--- src/rtl/sfe_pkg.sv ---
package sfe_pkg;
  localparam int SLOT_W    = 4;
  localparam int MIN_SLOTS = 2;
  localparam int MAX_SLOTS = 4;

  typedef struct packed {
    logic              en;
    logic [SLOT_W-1:0] slot;
  } chan_cfg_t;

  // Number of serial bits in one frame for the selected length.
  function automatic int frame_bits(input logic long_frame, input int word_w);
    return (long_frame ? MAX_SLOTS : MIN_SLOTS) * word_w;
  endfunction

  // A channel owns the current slot when enabled and its number matches.
  function automatic logic slot_hit(input chan_cfg_t cfg, input logic [SLOT_W-1:0] cur);
    return cfg.en && (cfg.slot == cur);
  endfunction
endpackage

--- src/rtl/sfe_clkgen.sv ---
module sfe_clkgen #(
  parameter int HALF_DIV = 2
) (
  input  logic clk,
  input  logic rst_n,
  output logic sck,
  output logic rise_evt,
  output logic fall_evt
);
  localparam int CNT_W = (HALF_DIV > 1) ? $clog2(HALF_DIV) : 1;

  logic [CNT_W-1:0] cnt;
  logic             wrap;

  assign wrap     = (cnt == CNT_W'(HALF_DIV - 1));
  assign rise_evt = wrap && !sck;
  assign fall_evt = wrap && sck;

  always_ff @(posedge clk) begin
    if (!rst_n) begin
      cnt <= '0;
      sck <= 1'b0;
    end else if (wrap) begin
      cnt <= '0;
      sck <= ~sck;
    end else begin
      cnt <= cnt + 1'b1;
    end
  end
endmodule

--- src/rtl/sfe_tx_path.sv ---
module sfe_tx_path
  import sfe_pkg::*;
#(
  parameter int WORD_W = 16,
  parameter int BIT_W  = 4
) (
  input  logic              clk,
  input  logic              rst_n,
  input  logic              frame_start,
  input  logic              running,
  input  logic [SLOT_W-1:0] cur_slot,
  input  logic [BIT_W-1:0]  bit_idx,
  input  chan_cfg_t         cfg_l,
  input  chan_cfg_t         cfg_r,
  input  logic              tx_valid,
  input  logic [WORD_W-1:0] tx_left,
  input  logic [WORD_W-1:0] tx_right,
  output logic              tx_ready,
  output logic              tx_underrun,
  output logic              txd
);
  logic [WORD_W-1:0] pend_l, pend_r, act_l, act_r;
  logic              pend_full, accept, hit_l, hit_r;
  logic [BIT_W-1:0]  msb_idx;

  assign tx_ready = !pend_full;
  assign accept   = tx_valid && !pend_full;

  always_ff @(posedge clk) begin
    if (!rst_n) begin
      pend_l      <= '0;
      pend_r      <= '0;
      act_l       <= '0;
      act_r       <= '0;
      pend_full   <= 1'b0;
      tx_underrun <= 1'b0;
    end else begin
      tx_underrun <= frame_start && !pend_full;
      if (frame_start && pend_full) begin
        act_l     <= pend_l;
        act_r     <= pend_r;
        pend_full <= 1'b0;
      end else if (accept) begin
        pend_l    <= tx_left;
        pend_r    <= tx_right;
        pend_full <= 1'b1;
      end
    end
  end

  // WORD_W is a power of two, so the MSB-first bit index is the complement.
  assign msb_idx = ~bit_idx;
  assign hit_l   = slot_hit(cfg_l, cur_slot);
  assign hit_r   = slot_hit(cfg_r, cur_slot);

  always_comb begin
    txd = 1'b0;
    if (running) begin
      if (hit_l)      txd = act_l[msb_idx];
      else if (hit_r) txd = act_r[msb_idx];
    end
  end
endmodule

--- src/rtl/sfe_rx_path.sv ---
module sfe_rx_path
  import sfe_pkg::*;
#(
  parameter int WORD_W = 16
) (
  input  logic              clk,
  input  logic              rst_n,
  input  logic              sample_evt,
  input  logic              running,
  input  logic              frame_end,
  input  logic [SLOT_W-1:0] cur_slot,
  input  chan_cfg_t         cfg_l,
  input  chan_cfg_t         cfg_r,
  input  logic              rxd,
  input  logic              rx_ready,
  output logic              rx_valid,
  output logic [WORD_W-1:0] rx_left,
  output logic [WORD_W-1:0] rx_right
);
  logic [WORD_W-1:0] sh_l, sh_r, nxt_l, nxt_r;
  logic              cap_l, cap_r;

  assign cap_l = sample_evt && running && slot_hit(cfg_l, cur_slot);
  assign cap_r = sample_evt && running && slot_hit(cfg_r, cur_slot);
  assign nxt_l = {sh_l[WORD_W-2:0], rxd};
  assign nxt_r = {sh_r[WORD_W-2:0], rxd};

  always_ff @(posedge clk) begin
    if (!rst_n) begin
      sh_l     <= '0;
      sh_r     <= '0;
      rx_left  <= '0;
      rx_right <= '0;
      rx_valid <= 1'b0;
    end else begin
      if (cap_l) sh_l <= nxt_l;
      if (cap_r) sh_r <= nxt_r;
      if (frame_end) begin
        rx_left  <= cap_l ? nxt_l : sh_l;
        rx_right <= cap_r ? nxt_r : sh_r;
        rx_valid <= 1'b1;
      end else if (rx_valid && rx_ready) begin
        rx_valid <= 1'b0;
      end
    end
  end
endmodule

--- src/rtl/stereo_slot_port.sv ---
module stereo_slot_port
  import sfe_pkg::*;
#(
  parameter int WORD_W   = 16,
  parameter int HALF_DIV = 2
) (
  input  logic              clk,
  input  logic              rst_n,
  input  logic              long_frame,
  input  logic              rise_sample,
  input  logic              tx_l_en,
  input  logic [3:0]        tx_l_slot,
  input  logic              tx_r_en,
  input  logic [3:0]        tx_r_slot,
  input  logic              rx_l_en,
  input  logic [3:0]        rx_l_slot,
  input  logic              rx_r_en,
  input  logic [3:0]        rx_r_slot,
  input  logic              tx_valid,
  output logic              tx_ready,
  input  logic [WORD_W-1:0] tx_left,
  input  logic [WORD_W-1:0] tx_right,
  output logic              tx_underrun,
  output logic              rx_valid,
  input  logic              rx_ready,
  output logic [WORD_W-1:0] rx_left,
  output logic [WORD_W-1:0] rx_right,
  output logic              sck,
  output logic              sync,
  output logic              txd,
  input  logic              rxd
);
  localparam int BIT_W    = $clog2(WORD_W);
  localparam int MAX_BITS = MAX_SLOTS * WORD_W;
  localparam int POS_W    = $clog2(MAX_BITS);

  // Named internal events, also watched by the bound checker.
  logic              rise_evt, fall_evt, launch_evt, sample_evt;
  logic              running, frame_start, frame_end;
  logic [POS_W-1:0]  pos, last_pos, half_pos;
  logic [SLOT_W-1:0] cur_slot;
  logic [BIT_W-1:0]  bit_idx;
  chan_cfg_t         cfg_txl, cfg_txr, cfg_rxl, cfg_rxr;

  assign cfg_txl = '{en: tx_l_en, slot: tx_l_slot};
  assign cfg_txr = '{en: tx_r_en, slot: tx_r_slot};
  assign cfg_rxl = '{en: rx_l_en, slot: rx_l_slot};
  assign cfg_rxr = '{en: rx_r_en, slot: rx_r_slot};

  sfe_clkgen #(.HALF_DIV(HALF_DIV)) u_clkgen (
    .clk(clk), .rst_n(rst_n), .sck(sck), .rise_evt(rise_evt), .fall_evt(fall_evt)
  );

  // The edge that launches data is the one not used for sampling.
  assign launch_evt = rise_sample ? fall_evt : rise_evt;
  assign sample_evt = rise_sample ? rise_evt : fall_evt;

  assign last_pos    = POS_W'(frame_bits(long_frame, WORD_W) - 1);
  assign half_pos    = POS_W'(frame_bits(long_frame, WORD_W) / 2);
  assign frame_start = launch_evt && (!running || pos >= last_pos);
  assign frame_end   = sample_evt && running && (pos == last_pos);
  assign cur_slot    = SLOT_W'(pos >> BIT_W);
  assign bit_idx     = pos[BIT_W-1:0];
  assign sync        = running && (pos < half_pos);

  always_ff @(posedge clk) begin
    if (!rst_n) begin
      running <= 1'b0;
      pos     <= '0;
    end else if (launch_evt) begin
      running <= 1'b1;
      pos     <= frame_start ? '0 : pos + 1'b1;
    end
  end

  sfe_tx_path #(.WORD_W(WORD_W), .BIT_W(BIT_W)) u_tx (
    .clk(clk), .rst_n(rst_n), .frame_start(frame_start), .running(running),
    .cur_slot(cur_slot), .bit_idx(bit_idx), .cfg_l(cfg_txl), .cfg_r(cfg_txr),
    .tx_valid(tx_valid), .tx_left(tx_left), .tx_right(tx_right),
    .tx_ready(tx_ready), .tx_underrun(tx_underrun), .txd(txd)
  );

  sfe_rx_path #(.WORD_W(WORD_W)) u_rx (
    .clk(clk), .rst_n(rst_n), .sample_evt(sample_evt), .running(running),
    .frame_end(frame_end), .cur_slot(cur_slot), .cfg_l(cfg_rxl), .cfg_r(cfg_rxr),
    .rxd(rxd), .rx_ready(rx_ready), .rx_valid(rx_valid),
    .rx_left(rx_left), .rx_right(rx_right)
  );
endmodule

--- config.mk ---
export PLATFORM = sky130hd
export DESIGN_NAME = stereo_slot_port
export DESIGN_NICKNAME = d
export VERILOG_FILES = /design/src/rtl/sfe_pkg.sv /design/src/rtl/sfe_clkgen.sv /design/src/rtl/sfe_tx_path.sv /design/src/rtl/sfe_rx_path.sv /design/src/rtl/stereo_slot_port.sv
export SDC_FILE = /design/constraint.sdc
export NUM_CORES = 1
export LEC_CHECK = 0
export BUFFER_PORTS_ARGS = -buffer_cell sky130_fd_sc_hd__buf_4
export CAP_MARGIN = 10
export CORE_MARGIN = 2
export CORE_UTILIZATION = 50
export DETAILED_ROUTE_END_ITERATION = 8
export PLACE_DENSITY_LB_ADDON = 0.05
export SETUP_SLACK_MARGIN = 0.3
export SLEW_MARGIN = 15
export SYNTH_ARGS = -nofsm -noshare
export SYNTH_HDL_FRONTEND = slang
export SYNTH_HIERARCHICAL = 1
export SYNTH_SLANG_ARGS = --single-unit
--- constraint.sdc ---
create_clock -name clk -period 2.8 [get_ports clk]
set_input_delay 0.56 -clock clk [delete_from_list [all_inputs] [get_ports clk]]
set_output_delay 0.56 -clock clk [all_outputs]
set_load 0.01 [all_outputs]
==> metrics <==
share of total power in the clock network 0.485; Peak Freq 0.387 GHz; CTS clk-pin slew, worst paths 60 ps; number of global-route vias before repair roughly 4600; Top-Level Pins 97; most frequently used cell type in the post-synthesis netlist sky130_fd_sc_hd__nand2_1; Rows 40; Hold Startpoint tx_right[7]; number of buffers added to fix hold violations after cts 0; unrepaired setup endpoints after global routing true; Post-Route Setup TNS 0 ps; final number of max-transition violations 0; average cell area after synthesis 9.08 um2; number of fillers in the final layout 1041; remaining number of nets flagged by the antenna check after routing 0; Worst Setup Start Kind flop; Power Internal 3.54 mW; antenna cell count 0; worst hold path endpoint u_tx/pend_r[7]; non-filler instance count after layout slightly above 900; number of flops mapped to enable cells by yosys 0; number of cell instances on the worst register-to-register path 6; count of different cell masters after synthesis 45; max-cap check violation count 0; post-route minimum period approximately 2600 ps; share of synthesized area occupied by flip-flops and latches 0.467; number of vias per cell after detailed routing roughly 5.4; post-route clock period utilization 0.924; Combinational Power Share 0.062; Worst Setup Path Type reg -> out; leading cell types by count after synthesis sky130_fd_sc_hd__nand2_1 (176), sky130_fd_sc_hd__dfxtp_1 (140), sky130_fd_sc_hd__a21boi_0 (64); number of cells on the worst hold path 3; placeable core region 11900 um2; first-pass GRT wire length 21700 um; sw frac 0.220; Nets about 800; via total after detailed routing 4907; top cells by area in the synthesized netlist sky130_fd_sc_hd__dfxtp_1 (47%), sky130_fd_sc_hd__nand2_1 (11%), sky130_fd_sc_hd__a21boi_0 (8.0%), sky130_fd_sc_hd__mux2i_1 (3.8%), sky130_fd_sc_hd__mux4_1 (3.5%); async set-or-reset flop fraction in the synthesized netlist 0; synthesized netlist cell count 661; worst path arrival time between 2000 and 2500 ps; number of warning messages in the yosys log 6; HPWL Detailed just under 9000 um; DRC 0; NetSw 0.997 mW; setup violation total in the final timing report 0; category of the worst setup path capture point primary output; 1st-pass router iterations 4; total routing usage reported by global routing 0.210; power density over the cells approximately 610 nW/um2; setup slack of the most critical reg-to-reg path 570 ps; outcome completed; die extent in x ~110 um; placer congestion estimate 0.812; number of H-tree levels 4; later-pin clock latency in the skew report 420 ps; P&R area growth vs syn 23.1%; largest net degree at the start of global routing 68; leak pwr about 2.8 nW; total global routing overflow 0; part of the power in registers 0.453; total power draw 4.54 mW; TritonCTS clock tree done; routed len/inst 14.3 um; Reg2Reg Capture Point u_rx/rx_right[9]; total of flip-flops plus latches after synthesis 140; fraction of final layout cells with drive strength greater than 1 0.215; combined flip-flop and latch cell area 2810 um2; first-iteration detailed-routing DRC count 355; clock skew 4.81 ps; area share of the largest cell type after synthesis 0.467; worst hold path type in -> reg; DIE AREA between 10000 and 15000 um2; input/output buffers 96; number of clock sinks seen by CTS 140; largest vdd supply drop 0.000391 V; clock root buffer master sky130_fd_sc_hd__clkbuf_16; largest area contributor in the netlist sky130_fd_sc_hd__dfxtp_1; transition time of the tightest slew-check pin 1070 ps; Multi-input gate area slightly below 3000 um2; Die H 114 um; largest driver fanout on the critical path 6; WL final 13000 um; number of placed cells counting well taps 874; Main synth FF type sky130_fd_sc_hd__dfxtp_1; worst path required time ~2200 ps; antenna violations before repair 0; startpoint of the worst-slack reg-to-reg timing path pos[5]; maximum clock insertion buffer count 2; TritonCTS Buffers 17; post-synthesis instance area about 6000 um2; slew margin rel. 0.283; effective utilization at floorplan 0.506; Hold Fails Final Rpt 0
==> power by group through the flow <==
stage               combinational, mW  sequential [mW]  clock [mW]
global route                    0.309             2.06        2.34
detailed placement              0.273             2.10           0
finish                          0.279             2.06        2.20
CTS                             0.281             2.06        2.24
floorplan                       0.164             2.09           0
global placement                0.265             2.10           0
==> cells by family (layout without fill, tap and decap cells) <==
group                      count (synthesis)  count (layout)  synth area share
other                                      1               8          0.000625
xor gates and xnor gates                  17              17            0.0248
DFF                                      140             140             0.467
AOI/OAI and AO/OA                        168             168             0.202
buffers and inverters                     56             150            0.0471
muxes                                     33              33            0.0771
and+or+nand+nor                          244             244             0.178
adders and majority gates                  2               2           0.00417
==> routing by layer <==
metal	routed length, um	GRT usage	vias up
li1	-	-	2479
met1	5970	0.261	2316
met2	6230	0.348	98
met3	675	0.0696	14
met4	127	0.0667	0
met5	0	0	-
==> how the worst max path moves through the flow <==
stage | cells after the start | end | startpoint
floorplan | 10 | u_tx/act_l[10] | long_frame
global placement | 6 | u_rx/rx_right[4] | rise_sample
detailed placement | 6 | txd | pos[0]
CTS | 6 | txd | pos[0]
global route | 6 | txd | pos[0]
finish | 6 | txd | pos[0]
==> layout by cell type, fill, tap and decap left out, types with 3 or more instances in the layout <==
cell                         count
sky130_fd_sc_hd__inv_1           4
sky130_fd_sc_hd__mux2i_1        23
sky130_fd_sc_hd__a31oi_1        16
sky130_fd_sc_hd__dfxtp_1       139
sky130_fd_sc_hd__conb_1          8
sky130_fd_sc_hd__clkbuf_8        3
sky130_fd_sc_hd__o21ai_0        26
sky130_fd_sc_hd__xor2_1         10
sky130_fd_sc_hd__nor2_1          4
sky130_fd_sc_hd__and3_1          4
sky130_fd_sc_hd__a2bb2oi_1       6
sky130_fd_sc_hd__nand4_1        15
sky130_fd_sc_hd__o211ai_2        8
sky130_fd_sc_hd__a21boi_1       16
sky130_fd_sc_hd__mux4_1          5
sky130_fd_sc_hd__nand3_1        22
sky130_fd_sc_hd__clkbuf_16      17
sky130_fd_sc_hd__a21boi_0       64
sky130_fd_sc_hd__clkinvlp_4      3
sky130_fd_sc_hd__nor2b_1         5
sky130_fd_sc_hd__o21ai_1        11
sky130_fd_sc_hd__buf_4         113
sky130_fd_sc_hd__a221oi_1        4
sky130_fd_sc_hd__and2_1          5
sky130_fd_sc_hd__clkinv_2        5
sky130_fd_sc_hd__nand2_1       176
sky130_fd_sc_hd__o211ai_1        6
sky130_fd_sc_hd__xnor2_1         7
sky130_fd_sc_hd__mux4_2          3
==> timing repair <==
action	CTS	global route
setup endpoints to repair	1	1
setup buffers	3	0
gates resized for setup	6	0
==> metrics by stage <==
stage          utilization  worst slack, ps  cell area (um2)  hold slack [ps]
2_1_floorplan            -              474             6030              422
5_1_grt              0.623              121             7390              393
3_3_place_gp         0.572              431             6790              439
6_report             0.623              213             7390              398
3_5_place_dp         0.572              379             6790              446
4_1_cts              0.623              171             7390              380
==> flip-flops by register name (all words and copies together) (netlist names), 6 cells and up <==
| register | count |
|---|---|
| pos | 6 |
| u_rx/rx_left | 16 |
| u_rx/rx_right | 16 |
| u_rx/sh_l | 16 |
| u_rx/sh_r | 16 |
| u_tx/act_l | 16 |
| u_tx/act_r | 16 |
| u_tx/pend_l | 16 |
| u_tx/pend_r | 16 |
==> critical path: stages (launching register included) <==
cell	delay [ps]
sky130_fd_sc_hd__dfxtp_4	380
sky130_fd_sc_hd__buf_6	130
sky130_fd_sc_hd__mux4_2	500
sky130_fd_sc_hd__mux2i_1	140
sky130_fd_sc_hd__mux2i_1	80
sky130_fd_sc_hd__a32o_1	230
sky130_fd_sc_hd__buf_4	140
==> cell type report <==
| cell class | instances | share of cell area |
|---|---|---|
| Multi-Input combinational cell | 472 | 0.398 |
| Sequential cell | 140 | 0.380 |
| Tap cell | 147 | 0.0249 |
| Clock inverter | 11 | 0.0157 |
| Timing Repair Buffer | 114 | 0.116 |
| Inverter | 4 | 0.00203 |
| Clock buffer | 21 | 0.0636 |
(Power assumes the default switching activity.)
